[src/rtl/dfir_pkg.sv]
// Shared constants for the decimating FIR core: register width and address map.
package dfir_pkg;
    localparam int unsigned REG_W   = 8;
    localparam int unsigned A_CTRL  = 0;
    localparam int unsigned A_STAT  = 1;
    localparam int unsigned A_COEF0 = 8;

    // Control register layout (MSB first).
    typedef struct packed {
        logic [3:0] dec_m1;
        logic       srst;
        logic       in_dis;
        logic [1:0] mode;
    } ctrl_t;
endpackage

[src/rtl/dfir_regs.sv]
// Register file: control fields, coefficient bank, status readback and the
// two-cycle soft-reset sequencer. Assumes CW <= REG_W and A_COEF0+NTAP fits AW.
module dfir_regs
    import dfir_pkg::*;
#(
    parameter int unsigned NTAP = 4,
    parameter int unsigned CW   = 8,
    parameter int unsigned AW   = 5
)(
    input  logic                     clk,
    input  logic                     rst_n,
    input  logic                     cfg_wr,
    input  logic [AW-1:0]            cfg_addr,
    input  logic [REG_W-1:0]         cfg_wdata,
    input  logic [REG_W-1:0]         stat,
    output logic [REG_W-1:0]         cfg_rdata,
    output logic [1:0]               mode,
    output logic                     in_dis,
    output logic [3:0]               dec_m1,
    output logic [NTAP-1:0][CW-1:0]  coefs,
    output logic                     sr_active
);
    ctrl_t      ctrl_q;
    logic [1:0] sr_cnt;
    logic       wr_ctrl;

    assign wr_ctrl   = cfg_wr && (cfg_addr == AW'(A_CTRL));
    assign mode      = ctrl_q.mode;
    assign in_dis    = ctrl_q.in_dis;
    assign dec_m1    = ctrl_q.dec_m1;
    assign sr_active = (sr_cnt != 2'd0);

    // Control fields; the soft-reset bit is never stored.
    always_ff @(posedge clk) begin
        if (!rst_n) begin
            ctrl_q <= '0;
        end else if (wr_ctrl) begin
            ctrl_q      <= ctrl_t'(cfg_wdata);
            ctrl_q.srst <= 1'b0;
        end
    end

    // Soft-reset sequencer: loads 2 on the trigger, then counts down.
    always_ff @(posedge clk) begin
        if (!rst_n)                      sr_cnt <= 2'd0;
        else if (wr_ctrl && cfg_wdata[3]) sr_cnt <= 2'd2;
        else if (sr_cnt != 2'd0)          sr_cnt <= sr_cnt - 2'd1;
    end

    // Coefficient bank, one register per tap.
    always_ff @(posedge clk) begin
        if (!rst_n) begin
            coefs <= '0;
        end else begin
            for (int k = 0; k < NTAP; k++)
                if (cfg_wr && (cfg_addr == AW'(A_COEF0 + k)))
                    coefs[k] <= cfg_wdata[CW-1:0];
        end
    end

    // Read mux.
    always_comb begin
        cfg_rdata = '0;
        if (cfg_addr == AW'(A_CTRL))      cfg_rdata = REG_W'(ctrl_q);
        else if (cfg_addr == AW'(A_STAT)) cfg_rdata = stat;
        for (int k = 0; k < NTAP; k++)
            if (cfg_addr == AW'(A_COEF0 + k)) cfg_rdata = REG_W'(coefs[k]);
    end

    // a soft reset with no bus write leaves the coefficient bank alone.
    a_r1_coef_hold: assert property (@(posedge clk) disable iff (!rst_n)
        (sr_active && !cfg_wr) |=> $stable(coefs));
endmodule

[src/rtl/dfir_taps.sv]
// Tap delay line, index 0 newest. A clear and a shift in the same cycle
// clear first, then shift the new sample in. Assumes NTAP >= 2.
module dfir_taps #(
    parameter int unsigned NTAP = 4,
    parameter int unsigned DW   = 8
)(
    input  logic                     clk,
    input  logic                     rst_n,
    input  logic                     clr,
    input  logic                     shift,
    input  logic [DW-1:0]            din,
    output logic [NTAP-1:0][DW-1:0]  taps
);
    logic [NTAP-1:0][DW-1:0] nxt;

    // Next line contents: optional clear, then optional shift.
    always_comb begin
        nxt = clr ? '0 : taps;
        if (shift) nxt = {nxt[NTAP-2:0], din};
    end

    // Delay line register.
    always_ff @(posedge clk) begin
        if (!rst_n) taps <= '0;
        else        taps <= nxt;
    end

    // a lone clear leaves an empty history.
    a_r5_flush_clears: assert property (@(posedge clk) disable iff (!rst_n)
        (clr && !shift) |=> (taps == '0));
    // clear with a sample keeps only that sample.
    a_r6_flush_first: assert property (@(posedge clk) disable iff (!rst_n)
        (clr && shift) |=> (taps[NTAP-1:1] == '0));
endmodule

[src/rtl/dfir_mac.sv]
// Serial multiply-accumulate, one tap per clock, and the one-deep output buffer.
// Assumes taps and coefs stay stable while run is high.
module dfir_mac #(
    parameter int unsigned NTAP = 4,
    parameter int unsigned DW   = 8,
    parameter int unsigned CW   = 8,
    parameter int unsigned OW   = 18
)(
    input  logic                     clk,
    input  logic                     rst_n,
    input  logic                     start,
    input  logic                     abort,
    input  logic                     pop,
    input  logic [NTAP-1:0][DW-1:0]  taps,
    input  logic [NTAP-1:0][CW-1:0]  coefs,
    output logic                     run,
    output logic                     out_rdy,
    output logic [OW-1:0]            out_data
);
    localparam int unsigned IW = $clog2(NTAP);
    localparam int unsigned PW = DW + CW;
    localparam logic [IW-1:0] LAST = IW'(NTAP - 1);

    logic [IW-1:0]        idx;
    logic signed [OW-1:0] acc;
    logic signed [PW-1:0] a_x, b_x, prod;
    logic signed [OW-1:0] sum;
    logic                 post;

    // Product of the current tap and its weight, sign-extended.
    always_comb begin
        a_x  = PW'($signed(taps[idx]));
        b_x  = PW'($signed(coefs[idx]));
        prod = a_x * b_x;
        sum  = acc + OW'(prod);
        post = run && (idx == LAST);
    end

    // Accumulator sequence and output buffer.
    always_ff @(posedge clk) begin
        if (!rst_n || abort) begin
            run      <= 1'b0;
            idx      <= '0;
            acc      <= '0;
            out_rdy  <= 1'b0;
            out_data <= '0;
        end else begin
            if (pop) out_rdy <= 1'b0;
            if (start) begin
                run <= 1'b1;
                idx <= '0;
                acc <= '0;
            end else if (run) begin
                acc <= sum;
                idx <= idx + 1'b1;
                if (post) begin
                    run      <= 1'b0;
                    out_data <= sum;
                    out_rdy  <= 1'b1;
                end
            end
        end
    end

    // an unread result stays put until popped, replaced or reset.
    a_r5_out_hold: assert property (@(posedge clk) disable iff (!rst_n)
        (out_rdy && !pop && !abort && !post) |=> (out_rdy && $stable(out_data)));
endmodule

[src/rtl/dfir_core.sv]
// Decimating FIR core: input buffer, flush and decimation control around the
// register file, tap line and serial MAC. Soft reset overrides everything.
module dfir_core
    import dfir_pkg::*;
#(
    parameter int unsigned NTAP = 4,
    parameter int unsigned DW   = 8,
    parameter int unsigned CW   = 8,
    parameter int unsigned AW   = 5,
    localparam int unsigned OW  = DW + CW + $clog2(NTAP)
)(
    input  logic             clk,
    input  logic             rst_n,
    input  logic             cfg_wr,
    input  logic [AW-1:0]    cfg_addr,
    input  logic [REG_W-1:0] cfg_wdata,
    output logic [REG_W-1:0] cfg_rdata,
    input  logic             smp_valid,
    input  logic [DW-1:0]    smp_data,
    input  logic             flush_req,
    output logic             in_req,
    output logic             out_rdy,
    output logic [OW-1:0]    out_data,
    input  logic             out_pop,
    output logic             busy
);
    logic [1:0]              mode;
    logic                    in_dis, sr_active, mac_run, enabled;
    logic [3:0]              dec_m1, dcnt, base;
    logic [NTAP-1:0][CW-1:0] coefs;
    logic [NTAP-1:0][DW-1:0] taps;
    logic                    ibuf_full, flush_pend;
    logic [DW-1:0]           ibuf_data;
    logic                    idle, take, apply_flush, wrap, accept;
    logic [REG_W-1:0]        stat;

    assign enabled     = (mode != 2'b00);
    assign idle        = !mac_run && !sr_active;
    assign take        = idle && ibuf_full;
    assign apply_flush = idle && flush_pend;
    assign base        = apply_flush ? 4'd0 : dcnt;
    assign wrap        = take && (base >= dec_m1);
    assign in_req      = !ibuf_full && !in_dis && enabled && !sr_active;
    assign accept      = smp_valid && in_req;
    assign busy        = sr_active || ibuf_full || mac_run || flush_pend;
    assign stat        = {flush_pend, out_rdy, ibuf_full, dcnt, busy};

    // One-deep input buffer.
    always_ff @(posedge clk) begin
        if (!rst_n || sr_active) begin
            ibuf_full <= 1'b0;
            ibuf_data <= '0;
        end else if (accept) begin
            ibuf_full <= 1'b1;
            ibuf_data <= smp_data;
        end else if (take) begin
            ibuf_full <= 1'b0;
        end
    end

    // Pending flush, accepted only while the filter is on.
    always_ff @(posedge clk) begin
        if (!rst_n || sr_active) flush_pend <= 1'b0;
        else flush_pend <= (flush_pend && !apply_flush) || (flush_req && enabled);
    end

    // Decimation counter of taken samples.
    always_ff @(posedge clk) begin
        if (!rst_n || sr_active) dcnt <= 4'd0;
        else if (take)           dcnt <= wrap ? 4'd0 : base + 4'd1;
        else if (apply_flush)    dcnt <= 4'd0;
    end

    dfir_regs #(.NTAP(NTAP), .CW(CW), .AW(AW)) u_regs (
        .clk(clk), .rst_n(rst_n), .cfg_wr(cfg_wr), .cfg_addr(cfg_addr),
        .cfg_wdata(cfg_wdata), .stat(stat), .cfg_rdata(cfg_rdata),
        .mode(mode), .in_dis(in_dis), .dec_m1(dec_m1), .coefs(coefs),
        .sr_active(sr_active)
    );

    dfir_taps #(.NTAP(NTAP), .DW(DW)) u_taps (
        .clk(clk), .rst_n(rst_n), .clr(sr_active || apply_flush),
        .shift(take), .din(ibuf_data), .taps(taps)
    );

    dfir_mac #(.NTAP(NTAP), .DW(DW), .CW(CW), .OW(OW)) u_mac (
        .clk(clk), .rst_n(rst_n), .start(wrap), .abort(sr_active),
        .pop(out_pop), .taps(taps), .coefs(coefs), .run(mac_run),
        .out_rdy(out_rdy), .out_data(out_data)
    );

    // after a soft-reset cycle every buffer and counter is empty.
    a_r9_sres_clears: assert property (@(posedge clk) disable iff (!rst_n)
        sr_active |=> (!ibuf_full && !out_rdy && dcnt == 4'd0 && !mac_run && !flush_pend));
    // the soft reset lasts at least two cycles.
    a_r8_sres_two_cycles: assert property (@(posedge clk) disable iff (!rst_n)
        $rose(sr_active) |=> sr_active);
    // with the filter off no flush becomes pending.
    a_r7_flush_off: assert property (@(posedge clk) disable iff (!rst_n)
        (!enabled && !flush_pend) |=> !flush_pend);
    // input-disable keeps an empty buffer empty.
    a_r10_indis_blocks: assert property (@(posedge clk) disable iff (!rst_n)
        (in_dis && !ibuf_full) |=> !ibuf_full);
endmodule

[config.mk]
export PLATFORM = sky130hd
export DESIGN_NAME = dfir_core
export DESIGN_NICKNAME = d
export VERILOG_FILES = /design/src/rtl/dfir_pkg.sv /design/src/rtl/dfir_regs.sv /design/src/rtl/dfir_taps.sv /design/src/rtl/dfir_mac.sv /design/src/rtl/dfir_core.sv
export SDC_FILE = /design/constraint.sdc
export NUM_CORES = 1
export LEC_CHECK = 0
export BUFFER_PORTS_ARGS = -buffer_cell sky130_fd_sc_hd__buf_2
export CAP_MARGIN = 20
export CORE_MARGIN = 2
export CORE_UTILIZATION = 62
export DETAILED_ROUTE_END_ITERATION = 16
export GPL_TIMING_DRIVEN = 0
export PLACE_DENSITY = 0.78
export SLEW_MARGIN = 20
export SYNTH_ARGS = -nofsm -noshare
export SYNTH_HDL_FRONTEND = slang
export SYNTH_HIERARCHICAL = 1
export SYNTH_SLANG_ARGS = --single-unit
[constraint.sdc]
create_clock -name clk -period 8.11 [get_ports clk]
set_clock_uncertainty 0.1 [all_clocks]
set_input_delay 0 -clock clk [delete_from_list [all_inputs] [get_ports clk]]
set_output_delay 0 -clock clk [all_outputs]
set_load 0.01 [all_outputs]
## Word-level counts from Yosys, hierarchy flattened

Index checks and enable logic that the tools add are counted.

- Add/sub/neg operators: 4
- Multiply operators: 1
- $lt $le $gt $ge: 2
- Eq/ne operators: 6
- Multiplexer cells: 26
- Bitwise gates (word level): 2
- Reductions and logical operators: 38

Operators by type and width:

| kind | count |
|---|---|
| two-way mux 32 bit | 2 |
| two-way mux 8 bit | 8 |
| binary-select mux 8 bit (select 2 bit) | 2 |
| equality test 5 x 4 -> 1 bit, second input constant | 4 |
| adder 18 x 16 -> 18 bit | 1 |
| logical AND 1 bit | 17 |
| multiplier 8 x 8 -> 16 bit | 1 |
| two-way mux 4 bit | 3 |
| nonzero test 2 bit | 5 |
| two-way mux 1 bit | 9 |
| zero test 1 bit | 6 |
| logical OR 1 bit | 6 |
| equality test 5 x 1 -> 1 bit, second input constant | 1 |
| zero test 5 bit | 1 |
| adder 4 x 1 -> 4 bit, second input constant | 1 |
| >= comparator 4 bit | 1 |
| two-way mux 2 bit | 2 |
| OR reduction 2 bit | 2 |
| less-than comparator 2 x 3 -> 1 bit, second input constant | 1 |
| AND reduction 3 bit | 1 |
| adder 2 x 1 -> 2 bit, second input constant | 1 |
| equality test 2 bit, second input constant | 1 |
| NOT 1 bit | 2 |
| subtractor 2 x 1 -> 2 bit, second input constant | 1 |

- Register bits after elaboration: 127
- Output and inout bits: 29

## Longest topological paths before layout

Gate-level depths: netlist of run 1.

- Word-level depth: 10
- Depth in mapped cells: 22

## Cells and area by module

Netlist of run 1, hierarchy kept.

By module, submodules not included:

| module | times used | cells an instance | area each (µm²) |
|---|---|---|---|
| dfir_mac | 1 | 530 | 5092.4 |
| dfir_regs | 1 | 248 | 2059.5 |
| dfir_taps | 1 | 116 | 1203.7 |
| dfir_core | 1 | 96 | 740.7 |

## Worst setup path before layout of run 1

Ideal clock, no wire load.

- Kind: reg2reg
- Start point: register u_mac.idx[0]
- End point: register u_mac.out_data[14]
- Data arrival time: 5.831 ns
- Path slack: 2.109 ns
- Stages on the path, launching flop included: 19
- Path buffers: 2
- Clock period less this slack: 6.001 ns
- Path through: dfxtp_1 > buf_2 > buf_2 > mux4_2 > and2_1 > fa_1 > inv_1 > fa_1 > inv_1 > fa_1 > fa_1 > fa_1 > ha_1 > and3_1 > a221oi_2 > a21oi_2 > a31o_1 > a221o_1 > a21oi_1

- Longest elaborated chain between the ends: 4

Ends and longest elaborated chain:

| item | RTL line | source |
|---|---|---|
| from (decl) | dfir_mac.sv:24 | `logic [IW-1:0] idx;` |
| from (signal assigned) | dfir_mac.sv:55 | `idx <= idx + 1'b1;` |
| binary-select mux 8 bit (select 2 bit), on equally long branches | dfir_mac.sv:32, dfir_mac.sv:33 |  |
| two-way mux 8 bit, on equally long branches | dfir_mac.sv:32, dfir_mac.sv:33 |  |
| multiplier 8 x 8 -> 16 bit | dfir_mac.sv:34 | `prod = a_x * b_x;` |
| adder 18 x 16 -> 18 bit | dfir_mac.sv:35 | `sum = acc + OW'(prod);` |
| to (signal assigned) | dfir_mac.sv:58 | `out_data <= sum;` |
| to (decl) | dfir_mac.sv:18 | `output logic [OW-1:0] out_data` |

Several ways; a longest one is shown, not always the timed one. The select of a mux whose other input is x is not followed.
A chain may end at the register's enable or synchronous reset.

## Worst setup path after layout of run 1

- Start point: register u_mac.idx[0]
- End point: register u_mac.out_data[17]

The elaborated chain is that of the path after synthesis.

==> results of run 1 <==
per-layer routing:
metal	global-route usage [%]	up-vias	part of all wire, %
met5	0	-	0
met4	10.8	0	2.8
met3	7.32	65	6.5
met2	48.8	280	49
met1	36.9	3605	42
li1	-	3475	-
state kept, by name, indices dropped and copies added, names as in the netlist, 4 cells and up:
signal and flops:
u_taps/taps 32, u_mac/out_data 18, u_regs/coefs 32, ibuf_data 8, u_regs/dec_m1 4, u_mac/acc 18
dcnt 4
cell families (layout without fill, tap and decap cells):
logic type      after synthesis  in the layout  synth area share (%)
fa+ha+maj                   127            127                  24.1
flops                       127            127                  28.0
buf+inv                     158            271                  7.17
compound gates              161            161                  11.4
mux                          72             72                  10.0
xor+xnor                     21             21                  2.02
simple gates                324            324                  17.3
per-stage QoR:
stage / util (%) / cells / worst slack, ns / power (W)
3_5_place_dp: 66.5 / 1228 / 1.53 / 0.000705
6_report: 72.5 / 1287 / 1.45 / 0.00147
4_1_cts: 72.5 / 1287 / 1.49 / 0.00147
5_1_grt: 72.5 / 1287 / 1.13 / 0.00152
2_1_floorplan: - / 990 / 2.11 / 0.000679
3_3_place_gp: 66.5 / 1228 / 1.58 / 0.000704
final timing paths:
check / endpoint / startpoint / slack (ns)
hold reg to reg: u_mac/out_data[13] / u_mac/out_data[13] / 0.35
setup reg to reg: u_mac/out_data[17] / u_mac/idx[0] / 1.45
hold / removal: ibuf_full / smp_valid / 0.11
setup / recovery: u_mac/out_data[17] / u_mac/idx[0] / 1.45
layout by cell type (no fill, tap or decap), types with 36 or more instances in the layout:
cell	instances
dfxtp_1	127
nand2_1	114
inv_1	108
fa_1	80
nor2_1	74
a21oi_1	69
buf_2	68
mux2i_1	56
ha_1	47
nand3_1	36
area by class of cell:
type	instances	area [sq um]
Multi-Input combinational cell	705	5900
Clock inverter	15	165
Tap cell	184	230
Fill cell	1100	3970
Inverter	109	409
Buffer	49	243
Clock buffer	17	425
Timing Repair Buffer	81	541
Sequential cell	127	2540
where the power goes:
group	switching, W	internal (W)
Sequential	0.00000172	0.000625
Clock	0.000334	0.000438
Combinational	0.0000444	0.0000291
critical path: stages, from the launching register on:
cell,delay [ns]
dfxtp_1,0.35
buf_2,0.33
buf_2,0.41
mux2_2,0.38
o21ai_1,0.60
or2_2,0.24
fa_1,0.43
fa_1,0.50
inv_1,0.05
fa_1,0.49
fa_1,0.44
fa_1,0.47
ha_1,0.36
and3_2,0.22
a22oi_1,0.24
a21oi_1,0.10
nor2_1,0.22
o21ai_0,0.19
xnor2_1,0.17
a211oi_1,0.27
==> results.cfg, run 1 <==
[pwr]
cellPowerDensity_nw_per_um2 = 141
p_leak_nw = 4.65
vdd_drop_max_mv = 0.155

[job]
cap_violations = 0

[placement]
dpl_cell_area_sq_um = 9600
place.detailed.hpwl_microns = 16100
place_congestion = 0.893
port_buffers = 54

[cts]
worstSkewPairLatency_ns = 0.43
hold_buffers = 27
cts_buffers = 17
cts_resized = 0
cts_htree_levels = 4
cts_tree = done
cts_root_buf = clkbuf_16
clockBufferDepth = 2
cts.sinks = 127
post_cts_buffers = 0
clk_pin_slew_ns = 0.07

[synthesis]
synth_cell_types = 59
ys_seq_area_share_pct = 28.0
syn_inst = 990
yosys_warnings = 6
synth_top_cells_by_count = dfxtp_1, nand2_1, inv_1
synthesis.area_sq_um = 9100
synth_edf_count = 0
yosysTopAreaCell = dfxtp_1
syn_nets = 1144
yosysMostFrequentCell = dfxtp_1
ys_ff_latch = 127
syn_area_per_cell_sq_um = 9.19
async_flop_share_pct = 0
synth_ff_type = dfxtp_1
yosys-top-cells-area = dfxtp_1, fa_1, ha_1, mux2i_1, nand2_1
yosys.area.top_type_share_pct = 28.0

[sta]
drv_slew = 0
tightest_slew_ns = 0.969
hold_viol = 0
fin_crit_ns = 6.66
fmax_mhz = 150
rsz0062_at_grt = false
tns_ns = 0
relSlewSlack_pct = 34.9
finalSetupViolCount = 0
whs_ns = 0.109
finalCritPeriodShare_pct = 82.1

[setup_path]
end_kind = register
path_class = register to register
worst_r2r_path_depth = 19
start_kind = register
path_max_fanout = 10
arrival_ns = 6.89
required_ns = 8.34

[hold_path]
hold_path_class = input pin to register
min_path_cells = 3

[cells_and_area]
syn2layout_area_growth_pct = 15.0
stdcell_area_sq_um = 10500
diodes = 0
drive_gt1_share_pct = 13.3
nets = 1244

[routing]
ant_nets = 0
drc = 0
routedWlPerCell_microns = 17.3
drt_iter0_markers = 502
via_per_inst = 5.77
routed_wl_microns = 22200
first_pass_iters = 6
vias = 7425

[die]
core_sq_um = 14400
ios = 56
initial_core_util_pct = 63.1
die_x_microns = 125
die_h_microns = 125
dieArea_sq_um = 15700
row_count = 44

[grt]
grt_antenna_before_repair = 0
grt_pass1_vias = 7377
grt_max_degree = 17
grt.total_usage_pct = 29.2
grt_pass1_wl_microns = 36500
gr-total-overflow = 0

[outcome]
status = complete, no violations
Power figures use the tool's default switching activity.
==> run 2, diff against run 1 <==
--- a/config.mk
+++ b/config.mk
@@ -5,13 +5,14 @@
 export SDC_FILE = /design/constraint.sdc
 export NUM_CORES = 1
 export LEC_CHECK = 0
+export ABC_AREA = 1
 export BUFFER_PORTS_ARGS = -buffer_cell sky130_fd_sc_hd__buf_2
 export CAP_MARGIN = 20
 export CORE_MARGIN = 2
-export CORE_UTILIZATION = 62
+export CORE_UTILIZATION = 63
 export DETAILED_ROUTE_END_ITERATION = 16
 export GPL_TIMING_DRIVEN = 0
-export PLACE_DENSITY = 0.78
+export PLACE_DENSITY = 0.79
 export SLEW_MARGIN = 20
 export SYNTH_ARGS = -nofsm -noshare
 export SYNTH_HDL_FRONTEND = slang
==> constraint.sdc (replaced) <==
create_clock -name clk -period 6.9 [get_ports clk]
set_clock_uncertainty 0.1 [all_clocks]
set_input_delay 0 -clock clk [delete_from_list [all_inputs] [get_ports clk]]
set_output_delay 0 -clock clk [all_outputs]
set_load 0.01 [all_outputs]
==> results.cfg, run 2 <==
[cts]
post_cts_buffers = 0
cts_resized = 0
worstSkewPairLatency_ns = 0.42
clockBufferDepth = 2
cts_htree_levels = 4
clk_pin_slew_ns = 0.06
cts_buffers = 17
hold_buffers = 39
cts_root_buf = clkbuf_16
cts_tree = done
cts.sinks = 127

[setup_path]
end_kind = register
required_ns = 7.09
path_class = register to register
path_max_fanout = 10
critPathMaxStageDelay_ns = 0.81
cp_common_cell = nand2_1
cp_cell_sequence = inv_1, buf_4, a21oi_1, a32oi_2, inv_1, nor2_1, fa_1, fa_1, fa_1, inv_1, fa_1, inv_1, ha_1, ha_1, nand2_1, nor2_1, nand2_1, nand3_1, nand2_1, nand2_1, nand3_1, nand2_1, a21oi_1
r2r-end = u_mac/acc[17]
start_kind = register
arrival_ns = 6.37
worst_r2r_path_depth = 23
cp_slowest_cell = nor2_1
r2r_start = u_mac/idx[1]
r2r_slack_ns = 0.72

[die]
die_h_microns = 128
core_sq_um = 15100
initial_core_util_pct = 64.1
row_count = 45
die_x_microns = 128
dieArea_sq_um = 16400
ios = 56

[sta]
hold_viol = 0
drv_slew = 0
fin_crit_ns = 6.18
tightest_slew_ns = 1.06
finalSetupViolCount = 0
rsz0062_at_grt = false
tns_ns = 0
fmax_mhz = 162
relSlewSlack_pct = 29.3
finalCritPeriodShare_pct = 89.6
whs_ns = 0.0197

[pwr]
swShare_pct = 24.6
sequentialPowerShare_pct = 42.2
cellPowerDensity_nw_per_um2 = 158
comb_power_share_pct = 6.1
power.share.clock_pct = 51.7
vdd_drop_max_mv = 0.199
internal_power_w = 0.00133
p_sw_w = 0.000433
p_leak_nw = 5.32

[routing]
vias = 8706
met3WireLength_microns = 2280
routed_wl_microns = 25400
dr.max_layer_used = met4
wl_met1_microns = 11200
first_pass_iters = 7
drc = 0
drt_iter0_markers = 992
via_per_inst = 5.56
routedWlPerCell_microns = 16.2
dr_wl_met2_microns = 11200
ant_nets = 0

[placement]
place.detailed.hpwl_microns = 18500
port_buffers = 54
place_congestion = 0.946
dpl_cell_area_sq_um = 10200

[grt]
gr-total-overflow = 0
grt_antenna_before_repair = 0
grt_pass1_vias = 8464
grt_max_degree = 17
grt_pass1_wl_microns = 41700
grt.total_usage_pct = 32.6

[synthesis]
synthMuxAreaShare_pct = 0
yosys_warnings = 6
ys_seq_area_share_pct = 26.3
ys_ff_latch = 127
syn_area_per_cell_sq_um = 7.72
synth-simple-area-share_pct = 25.2
synth_cell_types = 46
synth_top_family_by_area = simple AND/OR/NAND/NOR gates
syn_inst = 1253
yosysMostFrequentCell = nand2_1
synth_ff_type = dfxtp_1
synth_xor_area_share_pct = 0.634
syn_nets = 1407
synthAdderAreaFrac_pct = 22.6
synthesis.area_sq_um = 9670
synth_top_cells_by_count = nand2_1, inv_1, nor2_1
yosys-top-cells-area = dfxtp_1, fa_1, nand2_1, inv_1, nor2_1
yosysTopAreaCell = dfxtp_1
synth_edf_count = 0
async_flop_share_pct = 0
synth_compound_area_share_pct = 13.3
yosys.area.top_type_share_pct = 26.3

[cells_and_area]
mostFrequentLayoutCell = nand2_1
fill_cells = 1153
diodes = 0
stdcell_area_sq_um = 11200
drive_gt1_share_pct = 15.7
top_regs = u_regs/coefs: 32 flops, u_taps/taps: 32 flops
syn2layout_area_growth_pct = 15.5
final_cell_mix = nand2_1, inv_1, nor2_1
final_util_pct = 74.0
nets = 1519

[outcome]
status = complete, no violations

[job]
cap_violations = 0

[hold_path]
hold_end = u_regs/sr_cnt[1]
min_path_cells = 6
hold_path_class = input pin to register
holdCritStartpoint = cfg_addr[4]
-- run 2: changes by cell type after synthesis, sizes merged, moves of 16 or more --
cell / before / now
nand2: 114 / 219
mux2i: 56 / 0
clkbuf: 26 / 8
a21boi: 23 / 1
inv: 109 / 214
nand3: 36 / 79
nor2: 74 / 201
nor2b: 21 / 0
o21ai: 28 / 78
xnor2: 19 / 3
a21oi: 70 / 98
and2: 35 / 1
-- run 2: power by group through the flow --
stage / Sequential [W] / Combinational, W / Clock, W
floorplan: 0.000757 / 0.0000573 / 0
global placement: 0.000759 / 0.0000873 / 0
detailed placement: 0.000759 / 0.0000886 / 0
CTS: 0.000743 / 0.000103 / 0.000918
global route: 0.000744 / 0.000116 / 0.000948
finish: 0.000743 / 0.000107 / 0.000911
-- run 2: logic make-up after synthesis --
kind of cell | Yosys count
xor gates and xnor gates | 7
AOI/OAI and AO/OA | 201
adders and majority gates | 127
and+or+nand+nor | 534
DFF | 127
buffers and inverters | 257
-- run 2: through the flow --
| step | setup WS (ns) | cells | power (W) |
|---|---|---|---|
| 2_1_floorplan | 1.19 | 1253 | 0.000815 |
| 3_3_place_gp | 0.552 | 1495 | 0.000846 |
| 3_5_place_dp | 0.783 | 1495 | 0.000848 |
| 4_1_cts | 0.743 | 1566 | 0.00176 |
| 5_1_grt | 0.395 | 1566 | 0.00181 |
| 6_report | 0.718 | 1566 | 0.00176 |
-- run 2: layout make-up --
class,count,area (sq um),area share [%]
buffer,42,339,3.04
clock buffer,19,443,3.97
clock inverter,13,154,1.38
inverter,215,816,7.31
multi-input combinational,869,5980,53.5
sequential,127,2540,22.8
tap,188,235,2.11
timing repair buffer,93,661,5.92
-- run 2: worst max-delay path by stage --
stage                 startpoint                  to  depth (start not counted)
finish              u_mac/idx[1]       u_mac/acc[17]                         23
floorplan           u_mac/idx[0]       u_mac/acc[14]                         25
global placement    u_mac/idx[1]  u_mac/out_data[14]                         24
CTS                 u_mac/idx[1]       u_mac/acc[17]                         23
detailed placement  u_mac/idx[1]  u_mac/out_data[17]                         23
global route        u_mac/idx[1]  u_mac/out_data[14]                         24
-- run 2: layer usage --
layer,track usage (%),vias to the layer above
met1,46.5,4051
met2,49.2,419
li1,-,4183
met5,0,-
met3,7.22,53
met4,10.9,0
-- run 2: critical path: cells and delay by family (launching register included) --
family / cells / cell delay, ns
AND/OR/NAND/NOR: 9 / 1.62
buffers and inverters: 5 / 0.60
adder cells (fa/ha/maj): 6 / 2.76
AO/OA/AOI/OAI: 3 / 0.60
flip-flops: 1 / 0.35
==> run 3, diff against run 2 <==
--- a/config.mk
+++ b/config.mk
@@ -8,11 +8,13 @@
 export ABC_AREA = 1
 export BUFFER_PORTS_ARGS = -buffer_cell sky130_fd_sc_hd__buf_2
 export CAP_MARGIN = 20
+export CELL_PAD_IN_SITES_DETAIL_PLACEMENT = 0
+export CELL_PAD_IN_SITES_GLOBAL_PLACEMENT = 1
 export CORE_MARGIN = 2
-export CORE_UTILIZATION = 63
+export CORE_UTILIZATION = 42
 export DETAILED_ROUTE_END_ITERATION = 16
 export GPL_TIMING_DRIVEN = 0
-export PLACE_DENSITY = 0.79
+export PLACE_DENSITY = 0.71
 export SLEW_MARGIN = 20
 export SYNTH_ARGS = -nofsm -noshare
 export SYNTH_HDL_FRONTEND = slang
==> results.cfg, run 3 (synthesized netlist as in run 2, its figures left out) <==
[routing]
vias = 8268
wl_met1_microns = 13100
dr_wl_met2_microns = 11900
first_pass_iters = 5
via_per_inst = 5.01
routed_wl_microns = 27200
drc = 0
drt_iter0_markers = 650
dr.max_layer_used = met4
ant_nets = 0
routedWlPerCell_microns = 16.5
met3WireLength_microns = 1720

[sta]
relSlewSlack_pct = 35.1
drv_slew = 0
finalSetupViolCount = 0
tns_ns = 0
rsz0062_at_grt = false
fin_crit_ns = 6.22
hold_viol = 0
tightest_slew_ns = 0.970
whs_ns = 0.0583
finalCritPeriodShare_pct = 90.1
fmax_mhz = 161

[cells_and_area]
final_cell_mix = nand2_1, inv_1, nor2_1
diodes = 0
top_regs = u_regs/coefs: 32 flops, u_taps/taps: 32 flops
drive_gt1_share_pct = 15.9
mostFrequentLayoutCell = nand2_1
nets = 1505
syn2layout_area_growth_pct = 15.7

[cts]
cts_htree_levels = 4
cts_tree = done
cts_buffers = 17
clk_pin_slew_ns = 0.06
worstSkewPairLatency_ns = 0.42
cts_resized = 0
clockBufferDepth = 2
cts_root_buf = clkbuf_16
cts.sinks = 127

[hold_path]
hold_path_class = input pin to register

[die]
ios = 56
die_x_microns = 156
core_sq_um = 22600
row_count = 55
die_h_microns = 156
initial_core_util_pct = 42.7
dieArea_sq_um = 24300

[grt]
grt_max_degree = 17
grt_antenna_before_repair = 0
grt_pass1_wl_microns = 44500
gr-total-overflow = 0
grt.total_usage_pct = 23.6
grt_pass1_vias = 8155

[setup_path]
end_kind = register
path_max_fanout = 10
path_class = register to register
required_ns = 7.16
start_kind = register
arrival_ns = 6.48

[outcome]
status = complete, no violations

[placement]
port_buffers = 54
place_congestion = 0.852
place.detailed.hpwl_microns = 21300

[job]
cap_violations = 0

[pwr]
vdd_drop_max_mv = 0.125
p_leak_nw = 5.27
cellPowerDensity_nw_per_um2 = 164
-- run 3: layout make-up --
class                           instances  area (sq um)
Buffer                                 42           339
Clock buffer                           19           453
Clock inverter                         13           186
Fill cell                            2256         11500
Inverter                              215           816
Multi-Input combinational cell        869          5980
Sequential cell                       127          2540
Tap cell                              285           357
Timing Repair Buffer                   79           520
-- run 3: routing by layer --
layer | up-vias | global-route usage, %
li1 | 4159 | -
met1 | 3869 | 32.9
met2 | 211 | 36.4
met3 | 29 | 5.53
met4 | 0 | 6.95
met5 | - | 0
-- run 3: report_power, final --
part           switching, W  internal, W  total (W)
combinational     0.0000698    0.0000373   0.000107
sequential       0.00000461     0.000738   0.000743
clock              0.000358     0.000625   0.000983
total              0.000432      0.00140    0.00183
-- run 3: timing repair --
item                      in CTS  in global routing
hold endpoints to repair      63                  0
setup buffers                  0                  0
hold buffers                  25                  0
-- run 3: path summary, 6_finish.rpt --
kind,startpoint,endpoint,slack [ns],cells after the start
worst max-delay path,u_mac/idx[0],u_mac/out_data[11],0.68,22
worst min-delay path,cfg_addr[0],u_regs/coefs[3],0.06,5
worst max register to register,u_mac/idx[0],u_mac/out_data[11],0.68,22
worst min register to register,u_taps/taps[24],u_taps/taps[24],0.37,2
-- run 3: worst max-delay path: stages, from the launching register on --
cell and delay [ns]:
dfxtp_1 0.32, buf_6 0.15, inv_4 0.07, buf_4 0.20
nand2_1 0.08, a32oi_2 0.49, inv_1 0.10, nor2_1 0.75
fa_1 0.57, fa_1 0.50, fa_1 0.55, inv_1 0.05
fa_1 0.48, inv_1 0.04, ha_1 0.26, ha_1 0.38
nand2_1 0.14, nor2_1 0.17, nand2_1 0.08, nand2_1 0.10
xor2_1 0.36, o21ai_0 0.15, inv_1 0.06
-- run 3: stage by stage --
stage	total power [W]	setup WS, ns	instances	util, %	cell area [sq um]
2_1_floorplan	0.000815	1.19	1253	-	9670
3_3_place_gp	0.000854	0.342	1592	45.5	10300
3_5_place_dp	0.000854	0.682	1592	45.5	10300
4_1_cts	0.00185	0.657	1649	49.4	11200
5_1_grt	0.00189	0.278	1649	49.4	11200
6_report	0.00183	0.680	1649	49.4	11200
